<file path="config.mk">
export PLATFORM = sky130hd
export DESIGN_NAME = cfg_serial_port
export DESIGN_NICKNAME = d
export VERILOG_FILES = /design/src/rtl/cfgsp_pkg.sv /design/src/rtl/cfgsp_shifter.sv /design/src/rtl/cfgsp_seq.sv /design/src/rtl/cfgsp_regs.sv /design/src/rtl/cfg_serial_port.sv
export SDC_FILE = /design/constraint.sdc
export NUM_CORES = 1
export LEC_CHECK = 0
export ABC_AREA = 1
export ABC_CLOCK_PERIOD_IN_PS = 2150
export BUFFER_PORTS_ARGS = -buffer_cell sky130_fd_sc_hd__buf_4
export CAP_MARGIN = 20
export CORE_MARGIN = 1.5
export CORE_UTILIZATION = 50
export CTS_BUF_LIST = sky130_fd_sc_hd__clkbuf_4 sky130_fd_sc_hd__clkbuf_8
export DETAILED_ROUTE_END_ITERATION = 7
export PLACE_DENSITY = 0.71
export SYNTH_ARGS = -nofsm -noshare
export SYNTH_HDL_FRONTEND = slang
export SYNTH_SLANG_ARGS = --single-unit
</file>
<file path="constraint.sdc">
create_clock -name clk -period 2.15 [get_ports clk]
set_input_delay 0.5375 -clock clk [delete_from_list [all_inputs] [get_ports clk]]
set_output_delay 0.5375 -clock clk [all_outputs]
set_load 0.005 [all_outputs]
</file>
<file path="src/rtl/cfgsp_pkg.sv">
package cfgsp_pkg;

   localparam int BYTE_W      = 8;
   localparam int DIR_BIT     = 7;
   localparam int LEN_HI      = 6;
   localparam int LEN_LO      = 5;
   localparam int ADDR_FIELD  = 5;
   localparam int MODE_LSB    = 6;
   localparam int MODE_SPLIT  = 7;

   typedef enum logic [1:0] {
      PH_CMD  = 2'd0,
      PH_DATA = 2'd1,
      PH_IDLE = 2'd2
   } phase_t;

   // Non-monotonic length code to byte count
   function automatic logic [2:0] len_decode(input logic [1:0] code);
      case (code)
         2'b00:   len_decode = 3'd1;
         2'b01:   len_decode = 3'd3;
         2'b10:   len_decode = 3'd2;
         default: len_decode = 3'd4;
      endcase
   endfunction

endpackage

</file>
<file path="src/rtl/cfgsp_shifter.sv">
module cfgsp_shifter
   import cfgsp_pkg::*;
(
   input  logic              clk,
   input  logic              rst_n,
   input  logic              sclk,
   input  logic              cs_n,
   input  logic              sdi,
   input  logic              lsb_first,
   output logic              byte_done,
   output logic [BYTE_W-1:0] byte_val,
   output logic [2:0]        bit_idx
);

   logic              sclk_q;
   logic              rise;
   logic [BYTE_W-1:0] shreg;
   logic [BYTE_W-1:0] shnext;

   always_comb begin
      rise   = sclk & ~sclk_q & ~cs_n;
      shnext = lsb_first ? {sdi, shreg[BYTE_W-1:1]} : {shreg[BYTE_W-2:0], sdi};
      byte_done = rise && (bit_idx == 3'd7);
      byte_val  = shnext;
   end

   always_ff @(posedge clk or negedge rst_n) begin
      if (!rst_n) begin
         sclk_q  <= 1'b0;
         shreg   <= '0;
         bit_idx <= '0;
      end else begin
         sclk_q <= sclk;
         if (cs_n) begin
            bit_idx <= '0;
         end else if (rise) begin
            shreg   <= shnext;
            bit_idx <= bit_idx + 3'd1;
         end
      end
   end

   AST_ABORT_CLEARS_COUNT: assert property (@(posedge clk) disable iff (!rst_n)
      cs_n |=> (bit_idx == 3'd0));

endmodule

</file>
<file path="src/rtl/cfgsp_seq.sv">
module cfgsp_seq
   import cfgsp_pkg::*;
#(
   parameter int ADDR_W = 5
)(
   input  logic              clk,
   input  logic              rst_n,
   input  logic              cs_n,
   input  logic              byte_done,
   input  logic [BYTE_W-1:0] byte_val,
   input  logic              lsb_first,
   output logic [ADDR_W-1:0] addr,
   output logic              wr_en,
   output logic              rd_phase
);

   phase_t     phase;
   logic       is_read;
   logic [2:0] remain;

   generate
      if (ADDR_W < 1 || ADDR_W > ADDR_FIELD) begin : g_bad_addr
         $error("cfgsp_seq: ADDR_W must be 1..5");
      end
   endgenerate

   always_comb begin
      wr_en    = byte_done && (phase == PH_DATA) && !is_read;
      rd_phase = (phase == PH_DATA) && is_read;
   end

   always_ff @(posedge clk or negedge rst_n) begin
      if (!rst_n) begin
         phase   <= PH_CMD;
         is_read <= 1'b0;
         remain  <= '0;
         addr    <= '0;
      end else if (cs_n) begin
         phase <= PH_CMD;
      end else if (byte_done) begin
         case (phase)
            PH_CMD: begin
               is_read <= byte_val[DIR_BIT];
               remain  <= len_decode(byte_val[LEN_HI:LEN_LO]);
               addr    <= byte_val[ADDR_W-1:0];
               phase   <= PH_DATA;
            end
            PH_DATA: begin
               addr   <= lsb_first ? addr + 1'b1 : addr - 1'b1;
               remain <= remain - 3'd1;
               if (remain == 3'd1) phase <= PH_IDLE;
            end
            default: ;
         endcase
      end
   end

   AST_CS_RETURNS_CMD: assert property (@(posedge clk) disable iff (!rst_n)
      cs_n |=> (phase == PH_CMD));
   AST_LEN_RANGE: assert property (@(posedge clk) disable iff (!rst_n)
      (phase == PH_DATA) |-> (remain >= 3'd1 && remain <= 3'd4));
   AST_ADDR_STEPS: assert property (@(posedge clk) disable iff (!rst_n)
      (phase == PH_DATA && byte_done) |=> (addr != $past(addr)));

endmodule

</file>
<file path="src/rtl/cfgsp_regs.sv">
module cfgsp_regs
   import cfgsp_pkg::*;
#(
   parameter int ADDR_W = 5
)(
   input  logic              clk,
   input  logic              rst_n,
   input  logic              wr_en,
   input  logic [ADDR_W-1:0] addr,
   input  logic [BYTE_W-1:0] wdata,
   output logic [BYTE_W-1:0] rd_data,
   output logic              cfg_lsb,
   output logic              cfg_split
);

   localparam int NREGS = 1 << ADDR_W;

   logic [BYTE_W-1:0] bank [NREGS];

   generate
      if (ADDR_W < 1 || ADDR_W > ADDR_FIELD) begin : g_bad_addr
         $error("cfgsp_regs: ADDR_W must be 1..5");
      end
      for (genvar g = 0; g < NREGS; g++) begin : g_reg
         always_ff @(posedge clk or negedge rst_n) begin
            if (!rst_n)
               bank[g] <= '0;
            else if (wr_en && (addr == ADDR_W'(g)))
               bank[g] <= wdata;
         end
      end
   endgenerate

   always_comb begin
      rd_data   = bank[addr];
      cfg_lsb   = bank[0][MODE_LSB];
      cfg_split = bank[0][MODE_SPLIT];
   end

   AST_MODE_HOLDS: assert property (@(posedge clk) disable iff (!rst_n)
      !(wr_en && addr == '0) |=> $stable({cfg_lsb, cfg_split}));

endmodule

</file>
<file path="src/rtl/cfg_serial_port.sv">
module cfg_serial_port
   import cfgsp_pkg::*;
#(
   parameter int ADDR_W = 5
)(
   input  logic clk,
   input  logic rst_n,
   input  logic sclk,
   input  logic cs_n,
   input  logic sdio_in,
   output logic sdio_out,
   output logic sdio_oe,
   output logic sdo_out,
   output logic sdo_oe
);

   logic              byte_done;
   logic [BYTE_W-1:0] byte_val;
   logic [2:0]        bit_idx;
   logic [ADDR_W-1:0] addr;
   logic              wr_en;
   logic              rd_phase;
   logic [BYTE_W-1:0] rd_data;
   logic              cfg_lsb;
   logic              cfg_split;
   logic              out_bit;
   logic              rd_active;

   generate
      if (ADDR_W < 1 || ADDR_W > ADDR_FIELD) begin : g_bad_addr
         $error("cfg_serial_port: ADDR_W must be 1..5");
      end
   endgenerate

   cfgsp_shifter i_shift (
      .clk       (clk),
      .rst_n     (rst_n),
      .sclk      (sclk),
      .cs_n      (cs_n),
      .sdi       (sdio_in),
      .lsb_first (cfg_lsb),
      .byte_done (byte_done),
      .byte_val  (byte_val),
      .bit_idx   (bit_idx)
   );

   cfgsp_seq #(.ADDR_W(ADDR_W)) i_seq (
      .clk       (clk),
      .rst_n     (rst_n),
      .cs_n      (cs_n),
      .byte_done (byte_done),
      .byte_val  (byte_val),
      .lsb_first (cfg_lsb),
      .addr      (addr),
      .wr_en     (wr_en),
      .rd_phase  (rd_phase)
   );

   cfgsp_regs #(.ADDR_W(ADDR_W)) i_regs (
      .clk       (clk),
      .rst_n     (rst_n),
      .wr_en     (wr_en),
      .addr      (addr),
      .wdata     (byte_val),
      .rd_data   (rd_data),
      .cfg_lsb   (cfg_lsb),
      .cfg_split (cfg_split)
   );

   always_comb begin
      out_bit   = rd_data[cfg_lsb ? bit_idx : 3'd7 - bit_idx];
      rd_active = rd_phase & ~cs_n;
      sdio_oe   = rd_active & ~cfg_split;
      sdo_oe    = rd_active & cfg_split;
      sdio_out  = sdio_oe & out_bit;
      sdo_out   = sdo_oe & out_bit;
   end

   AST_ONE_DRIVER: assert property (@(posedge clk) disable iff (!rst_n)
      !(sdio_oe && sdo_oe));
   AST_WRITE_ON_BYTE: assert property (@(posedge clk) disable iff (!rst_n)
      wr_en |-> (byte_done && !cs_n));
   AST_QUIET_WHEN_DESELECTED: assert property (@(posedge clk) disable iff (!rst_n)
      $rose(cs_n) |-> !rd_phase || !sdio_oe);

endmodule

</file>
Word-level counts from Yosys, hierarchy flattened:

Cells that the tools add are included.

* flip-flop bits (word level): 279
* input bits: 5
* output and inout port bits: 4
* word-level logic and storage cells: 159

* add/subtract/negate cells: 5
* $lt $le $gt $ge: 2
* equal/unequal tests: 37
* muxes and demuxes: 17
* bitwise operators: 11
* reduce and logical (&&, ||, !) cells: 48

Operators by type and width (number)
* $eq A5 B5 Y1 const B: 16
* $bmux W8 S5: 1
* $eq A5 B4 Y1 const B: 8
* $logic_and A1 B1 Y1: 36
* $mux W8: 3
* $eq A5 B3 Y1 const B: 4
* $eq A5 B2 Y1 const B: 2
* $pmux W5 S2: 1
* $mux W3: 3
* $pmux W3 S3: 1
* $reduce_and A3 Y1: 3
* $and A1 B1 Y1: 7
* $ge A6 B6 Y1 const B: 1
* $mux W2: 3
* $not A5 Y6: 1
* $pmux W3 S2: 1
* $reduce_bool A2 Y1: 3
* $add A5 B1 Y5 const B: 1
* $eq A5 B1 Y1 const B: 1
* $logic_not A5 Y1: 1
* $mux W5: 1
* $sub A5 B1 Y5 const B: 1
* $eq A2 B1 Y1 const B: 2
* $logic_not A2 Y1: 2
* other kinds (15): 17

Longest topological paths before layout:

Gate-level depths: netlist (run 1).

* depth after elaboration: 7
* gate-level depth with buffers: 15
* depth with buffers taken out: 13

Modules after synthesis:

Synthesis (run 1) repeated with hierarchy kept, for this count alone.

* cell total of the unflattened synthesis: 1809
* area, all modules: 14136.1 um^2

By module, submodules not included
* cfgsp_regs: instances 1, cells each 1582, area an instance 12493.2 um^2, seq. area each 6406.1 um^2
* cfgsp_seq: instances 1, cells each 102, area an instance 823.3 um^2, seq. area each 275.3 um^2
* cfgsp_shifter: instances 1, cells each 82, area an instance 623.1 um^2, seq. area each 300.3 um^2
* cfg_serial_port: instances 1, cells each 43, area an instance 196.4 um^2, seq. area each 0.0 um^2

Worst setup path before layout (run 1):

Ideal clock, no wire load.

* path kind: reg2out
* start point: register i_seq.addr[0]
* end point: output sdio_out
* arrival time: 1683 ps
* required time: 1612 ps
* setup slack: -70 ps
* cell stages (with the launch flop): 13
* path buffers: 3
* cells stage by stage: dfrtp_1 buf_2 inv_1 buf_2 clkbuf_1 nor2_1 o22ai_1 nand2_1 nand3_1 nand3_1 nand3_1 nand3_1 a21oi_1

* cells in the longest elaborated chain, start to end: 7

RTL lines
* from (decl): RTL line cfgsp_seq.sv:12 `output logic [ADDR_W-1:0] addr,`
* from (signal assigned): RTL line cfgsp_seq.sv:45 `addr <= byte_val[ADDR_W-1:0];`
* from (signal assigned): RTL line cfgsp_seq.sv:49 `addr <= lsb_first ? addr + 1'b1 : addr - 1'b1;`
* $not A5 Y6 (not written as such): RTL line cfgsp_regs.sv:35 `rd_data = bank[addr];`
* $bmux W8 S5: RTL line cfgsp_regs.sv:35
* $mux W8 (not written as such) (2 in series): RTL line cfgsp_regs.sv:35
* $bmux W1 S3: RTL line cfg_serial_port.sv:71 `out_bit = rd_data[cfg_lsb ? bit_idx : 3'd7 - bit_idx];`
* $mux W1: RTL line cfg_serial_port.sv:71
* $and A1 B1 Y1: RTL line cfg_serial_port.sv:75 `sdio_out = sdio_oe & out_bit;`
* to (decl): RTL line cfg_serial_port.sv:11 `output logic sdio_out,`

No other way between the ends. The select of a mux whose other input is x is not followed.

Worst setup path in the final report (run 1):

* start point: register i_seq.addr[0]
* end point: output sdo_out

* cells in the longest elaborated chain, start to end: 7

RTL lines
* $not A5 Y6 (not written as such): RTL line cfgsp_regs.sv:35
* $bmux W8 S5: RTL line cfgsp_regs.sv:35
* $mux W8 (not written as such) (2 in series): RTL line cfgsp_regs.sv:35
* $bmux W1 S3: RTL line cfg_serial_port.sv:71
* $mux W1: RTL line cfg_serial_port.sv:71
* $and A1 B1 Y1: RTL line cfg_serial_port.sv:76 `sdo_out = sdo_oe & out_bit;`
* to (decl): RTL line cfg_serial_port.sv:13 `output logic sdo_out,`

No other way between the ends. The select of a mux whose other input is x is not followed.

==> impl_metrics.toml, run 1 <==
[run_status]
outcome = "finished with violations"
violations = "setup timing"

[job]
cap_violations = 0

[grt]
globalRouteTotalUtil_pct = 28.2
grt_pass1_vias = 11430
grt_max_degree = 57
grt_overflow_total = 0
grt_pass1_wl_mm = 62.1
antenna_found_initial = 0

[timing]
worstMarginPinSlew_ps = 516
skew_ps = 27.9
maxSlewHeadroom_pct = 65.3
finalCritPeriodShare_pct = 148
rsz0062_at_grt = "yes"
setup_violations = 2
post-route-min-period_ps = 3180
max_freq_ghz = 0.315
finalWorstSetupSlack_ps = -1030
finalMaxSlewViolations = 0
finalHoldViolCount = 0

[route]
drt_iter0_drc = 991
firstDrtPassIters = 6
viasPerCell = 5.46
ant_nets = 0
wirelength_mm = 39.2
wire_per_inst_um = 18.1
num_vias = 11845
drcViolationCount = 0

[die]
io_pins = 9
die_area_mm2 = 0.0284
start_util_pct = 50.9
dieHeight_um = 168
die_x_um = 168
fp.coreArea_mm2 = 0.0269
rows = 60

[placed_design]
dp.final_hpwl_mm = 25.1
place_area_mm2 = 0.0148
io_buffers = 8
dp_worst_setup_slack_ps = -551
gp_congestion = 0.927

[power_and_ir_drop]
p_leak_nw = 7.85
vdd_ir_drop_max_v = 0.000813
p_per_area_mw_per_mm2 = 691

[hold_path]
hp-start = "sclk"
min_path_cells = 1
min_path_type = "primary input to flop"
hold_end = "i_shift.sclk_q"

[worst_setup_path]
crit_required_ps = 1610
reg2reg_to = "i_regs.bank[61]"
rr_startpoint = "i_seq.addr[0]"
arrival_ps = 2640
ff2ff_setup_slack_ps = 50
path_max_fanout = 11
start_kind = "flop"
end_kind = "primary output"
r2r_cells = 11
path_class = "flop to primary output"

[synth]
postSynth.asyncResetShare_pct = 100
synth_area_mm2 = 0.0137
yosys_warnings = 0
seq_area_frac_synth_pct = 51.0
ys_ff_latch = 279
syn_area_per_cell_um2 = 8.05
synth_ff_type = "dfrtp_1"
synthCells = 1700
synth_fp_nets = 1716
synth_cell_type_count = 31
synth_edf_count = 0

[final_layout]
nets = 1806
drive_above_1_share_pct = 20.7
layout_commonest_cell = "nand2_1"
fin_area_mm2 = 0.0165
num_antenna_cells = 0
mostFrequentLayoutCells = "nand2_1, dfrtp_1, o21ai_0"
area_delta_synth_final_pct = 20.7

[cts]
cts_tree = "done"
cts_buffers = 48
cts_root_buffer = "clkbuf_8"
clock_sinks = 279
clkTransAtPathRegs_ps = 60
clk_path_buf_depth = 3
h-tree-depth = 2
insertion_delay_ps = 570
[final cells by class]
cell class	instances	area (um2)
fill	2275	10400
inverter	86	340
sequential	279	6990
timing repair buffer	152	1650
multi-input combinational	1223	6040
clock inverter	7	67.6
tap	341	427
clock buffer	81	1010
[critical path, stage by stage (launching register included)]
cell,delay (ps)
dfrtp_4,550
clkinv_8,130
buf_12,170
buf_4,140
nand2_1,60
nand3_1,90
a21oi_1,210
nor2_1,70
nand2_1,60
nand3_1,80
nand3_2,100
nand3_4,100
a21oi_2,160
buf_4,120
[per-layer routing]
layer  vias up  global-route usage [%]  share of wire [%]
li1       5690                       -                  -
met3       106                    5.36                6.4
met4         0                    11.8                3.7
met5         -                       0                  0
met2       395                    45.0                 46
met1      5654                    37.8                 44
[flip-flops by register name, summed over array words and instances, names as in the netlist]
register	count
i_seq.phase	2
i_shift.bit_idx	3
i_regs.bank	254
i_seq.is_read	1
i_shift.sclk_q	1
i_seq.remain	3
i_seq.addr	5
i_shift.shreg	8
i_regs.cfg_lsb	1
i_regs.cfg_split	1
[stage by stage]
stage | hold slack (ps) | instances | setup TNS, ps | power [W] | utilization, %
2_1_floorplan | 242 | 1700 | 0 | 0.00573 | -
3_3_place_gp | 460 | 2059 | -1280 | 0.00622 | 55.1
3_5_place_dp | 468 | 2059 | -1630 | 0.00622 | 55.1
4_1_cts | 74.1 | 2160 | -2040 | 0.0115 | 60.3
5_1_grt | 70.0 | 2169 | -2450 | 0.0118 | 61.4
6_report | 93.8 | 2169 | -2040 | 0.0114 | 61.4
[worst max-delay path by stage]
stage	startpoint	endpoint	slack, ps	cells after the start
final	i_seq.addr[0]	sdo_out	-1030	13
after global routing	i_seq.addr[0]	sdo_out	-1140	16
after CTS	i_seq.addr[0]	sdo_out	-1030	13
after detailed placement	i_seq.addr[3]	sdo_out	-550	13
after global placement	i_seq.addr[0]	sdo_out	-520	13
after floorplan	i_seq.addr[1]	sdio_out	10	11
[report_power, final]
part           switching (W)  internal (W)
clock                0.00219       0.00307
combinational       0.000635      0.000177
sequential         0.0000447       0.00529
total                0.00287       0.00853
[what timing repair did]
item,4_1_cts,5_1_grt
gates resized for setup,34,68
setup endpoints to repair,4,90
cloned,4,3
pin swaps,3,18
endpoints found under the hold margin,46,0
hold buffers,1,0
setup buffers,8,7
[cells in the mapped netlist, drive strengths merged, types with 3 or more instances]
library cell  number  area [um2]
nand3             80         400
nor2             130         510
clkbuf            41         156
nand2            594        2380
buf               71         505
xor2               6        52.6
o21ai            347        1880
ha                11         138
nand4              4        25.0
inv               86         323
dfrtp            279        6980
a21oi             34         170
o211ai             3        22.5
mux2i              5        50.1
[cells by family after synthesis]
logic type	Yosys count	share of synthesized area, %
DFF	279	51.0
xor gates and xnor gates	6	0.384
muxes	5	0.366
adders and majority gates	11	1.01
AOI/OAI and AO/OA	391	15.5
and+or+nand+nor	810	24.5
buffers and inverters	198	7.20
No activity file was read; power rests on OpenSTA's default activity.
==> run 2: changes to the inputs <==
--- a/config.mk
+++ b/config.mk
@@ -14,6 +14,8 @@
 export CTS_BUF_LIST = sky130_fd_sc_hd__clkbuf_4 sky130_fd_sc_hd__clkbuf_8
 export DETAILED_ROUTE_END_ITERATION = 7
 export PLACE_DENSITY = 0.71
+export RECOVER_POWER = 25
+export SLEW_MARGIN = 20
 export SYNTH_ARGS = -nofsm -noshare
 export SYNTH_HDL_FRONTEND = slang
 export SYNTH_SLANG_ARGS = --single-unit
==> impl_metrics.toml, run 2 (synthesis gave the netlist of run 1 again) <==
[run_status]
outcome = "finished with violations"
violations = "capacitance limit, slew limit, setup timing"

[worst_setup_path]
arrival_ps = 2660
start_kind = "flop"
crit_path_frequent_cell = "o21ai_0"
cpPeakStageDelay_ps = 550
path_max_fanout = 11
end_kind = "primary output"
path_class = "flop to primary output"
worst_path_max_delay_cell = "dfrtp_4"
cp_top_family = "compound AO/OA/AOI/OAI gates"
ff2ff_setup_slack_ps = 30
crit_required_ps = 1610
worst-path-buf-inv = 4
cp_cell_sequence = "clkinv_8 -> buf_12 -> buf_16 -> o21ai_0 -> o21ai_0 -> a21oi_1 -> nand2_1 -> nand3_1 -> nand3_2 -> nand3_4 -> a21oi_2 -> buf_4"

[grt]
grtUsageMet1_pct = 37.8
met2_usage_pct = 45.0
antenna_found_initial = 0
grt_overflow_total = 0
grt_pass1_wl_mm = 62.1
busiest_layer = "met2"
grt_pass1_vias = 11430
grt_max_degree = 57
globalRouteTotalUtil_pct = 28.2
use_met3_pct = 5.36

[power_and_ir_drop]
vdd_ir_drop_max_v = 0.000808
power_frac_seq_pct = 46.8
p_leak_nw = 7.84
switching_share_pct = 25.1
p_per_area_mw_per_mm2 = 691
power_frac_clock_pct = 46.1
internal_power_w = 0.00853
p_comb_share_pct = 7.1
switching_power_w = 0.00286

[final_layout]
nets = 1806
drive_above_1_share_pct = 20.7
layout_commonest_cell = "nand2_1"
fin_cells = 2169
largest-register = "i_regs.bank"
largest_reg_flops = 254
num_antenna_cells = 0
area_delta_synth_final_pct = 20.6
reg_top3 = "i_regs.bank: 254 flops, i_shift.shreg: 8 flops, i_seq.addr: 5 flops"
mostFrequentLayoutCells = "nand2_1, dfrtp_1, o21ai_0"

[timing]
finalMaxSlewViolations = 51
setup_tns_ps = -2100
setup_violations = 2
worstMarginPinSlew_ps = 1710
finalWorstSetupSlack_ps = -1050
finalCritPeriodShare_pct = 149
rsz0062_at_grt = "yes"
post-route-min-period_ps = 3200
skew_ps = 28.7
max_freq_ghz = 0.313
finalHoldViolCount = 0
maxSlewHeadroom_pct = -13.8

[route]
ant_nets = 0
num_vias = 11876
wirelength_mm = 39.2
firstDrtPassIters = 7
drcViolationCount = 0
viasPerCell = 5.48
drt_iter0_drc = 935
wire_per_inst_um = 18.1

[cts]
cts_root_buffer = "clkbuf_8"
clk_path_buf_depth = 3
insertion_delay_ps = 570
cts_buffers = 48
h-tree-depth = 2
clock_sinks = 279
clkTransAtPathRegs_ps = 60
cts_tree = "done"

[job]
cap_violations = 1

[placed_design]
dp.final_hpwl_mm = 25.1
dp_worst_setup_slack_ps = -551
gp_congestion = 0.927
io_buffers = 8
dp_cells = 2059

[die]
die_area_mm2 = 0.0284
rows = 60
die_x_um = 168
fp.coreArea_mm2 = 0.0269
io_pins = 9
dieHeight_um = 168
start_util_pct = 50.9

[hold_path]
min_path_type = "primary input to flop"
[run 2: cell types whose count changed in the layout (fill, tap and decap cells not counted)]
cell,before,now
buf_8,2,4
buf_12,28,25
clkbuf_4,17,18
clkbuf_2,0,1
buf_4,112,111
[run 2: layer usage]
metal / wire length, um / vias to the layer above
met5: 0 / -
met3: 2670 / 103
met4: 1470 / 0
li1: - / 5681
met1: 16700 / 5661
met2: 18300 / 431
[run 2: per-stage QoR]
stage                     hold WS [ps]  utilization (%)  area [um2]  total power, W
after floorplan                    242                -       13800         0.00573
after global placement             460             55.1       14800         0.00622
after detailed placement           468             55.1       14800         0.00622
after CTS                         74.1             60.3       16200          0.0115
after global routing              95.2             61.4       16500          0.0118
final                              118             61.4       16500          0.0114
[run 2: final timing paths]
path,start,end,depth (start not counted)
setup / recovery,i_seq.addr[0],sdo_out,12
hold / removal,sclk,i_shift.sclk_q,1
setup reg to reg,i_seq.addr[0],i_regs.bank[61],11
hold reg to reg,i_regs.bank[113],i_regs.bank[113],2
max in group asynchronous,rst_n,i_seq.phase[0],2
min in group asynchronous,rst_n,i_regs.bank[64],2
[run 2: worst register-to-register path, cell delays in order (launching register included)]
cell      delay [ps]
dfrtp_4          550
clkinv_8         140
buf_12           170
buf_4            150
ha_1             220
inv_4            100
buf_4            140
nor2_1            50
buf_4            140
nand2_4          180
nand2_1           90
o21ai_1           90
[run 2: cell type report]
cell class,instances,area (um2)
clock buffer,81,1010
inverter,86,340
fill,2278,10400
multi-input combinational,1223,6040
sequential,279,6990
tap,341,427
clock inverter,7,67.6
timing repair buffer,152,1620
[run 2: what timing repair did]
action / in CTS / in global routing
hold endpoints to repair: 46 / 0
resized for setup: 34 / 68
pin swaps: 3 / 18
cloned: 4 / 3
setup buffers: 8 / 7
hold buffers: 1 / 0
endpoints found under the setup margin: 4 / 90
[run 2: power groups by stage]
stage          sequential [W]  combinational, W  clock, W
4_1_cts               0.00533          0.000801   0.00532
5_1_grt               0.00534          0.000861   0.00556
3_5_place_dp          0.00543          0.000797         0
3_3_place_gp          0.00543          0.000790         0
6_report              0.00533          0.000804   0.00526
2_1_floorplan         0.00540          0.000323         0
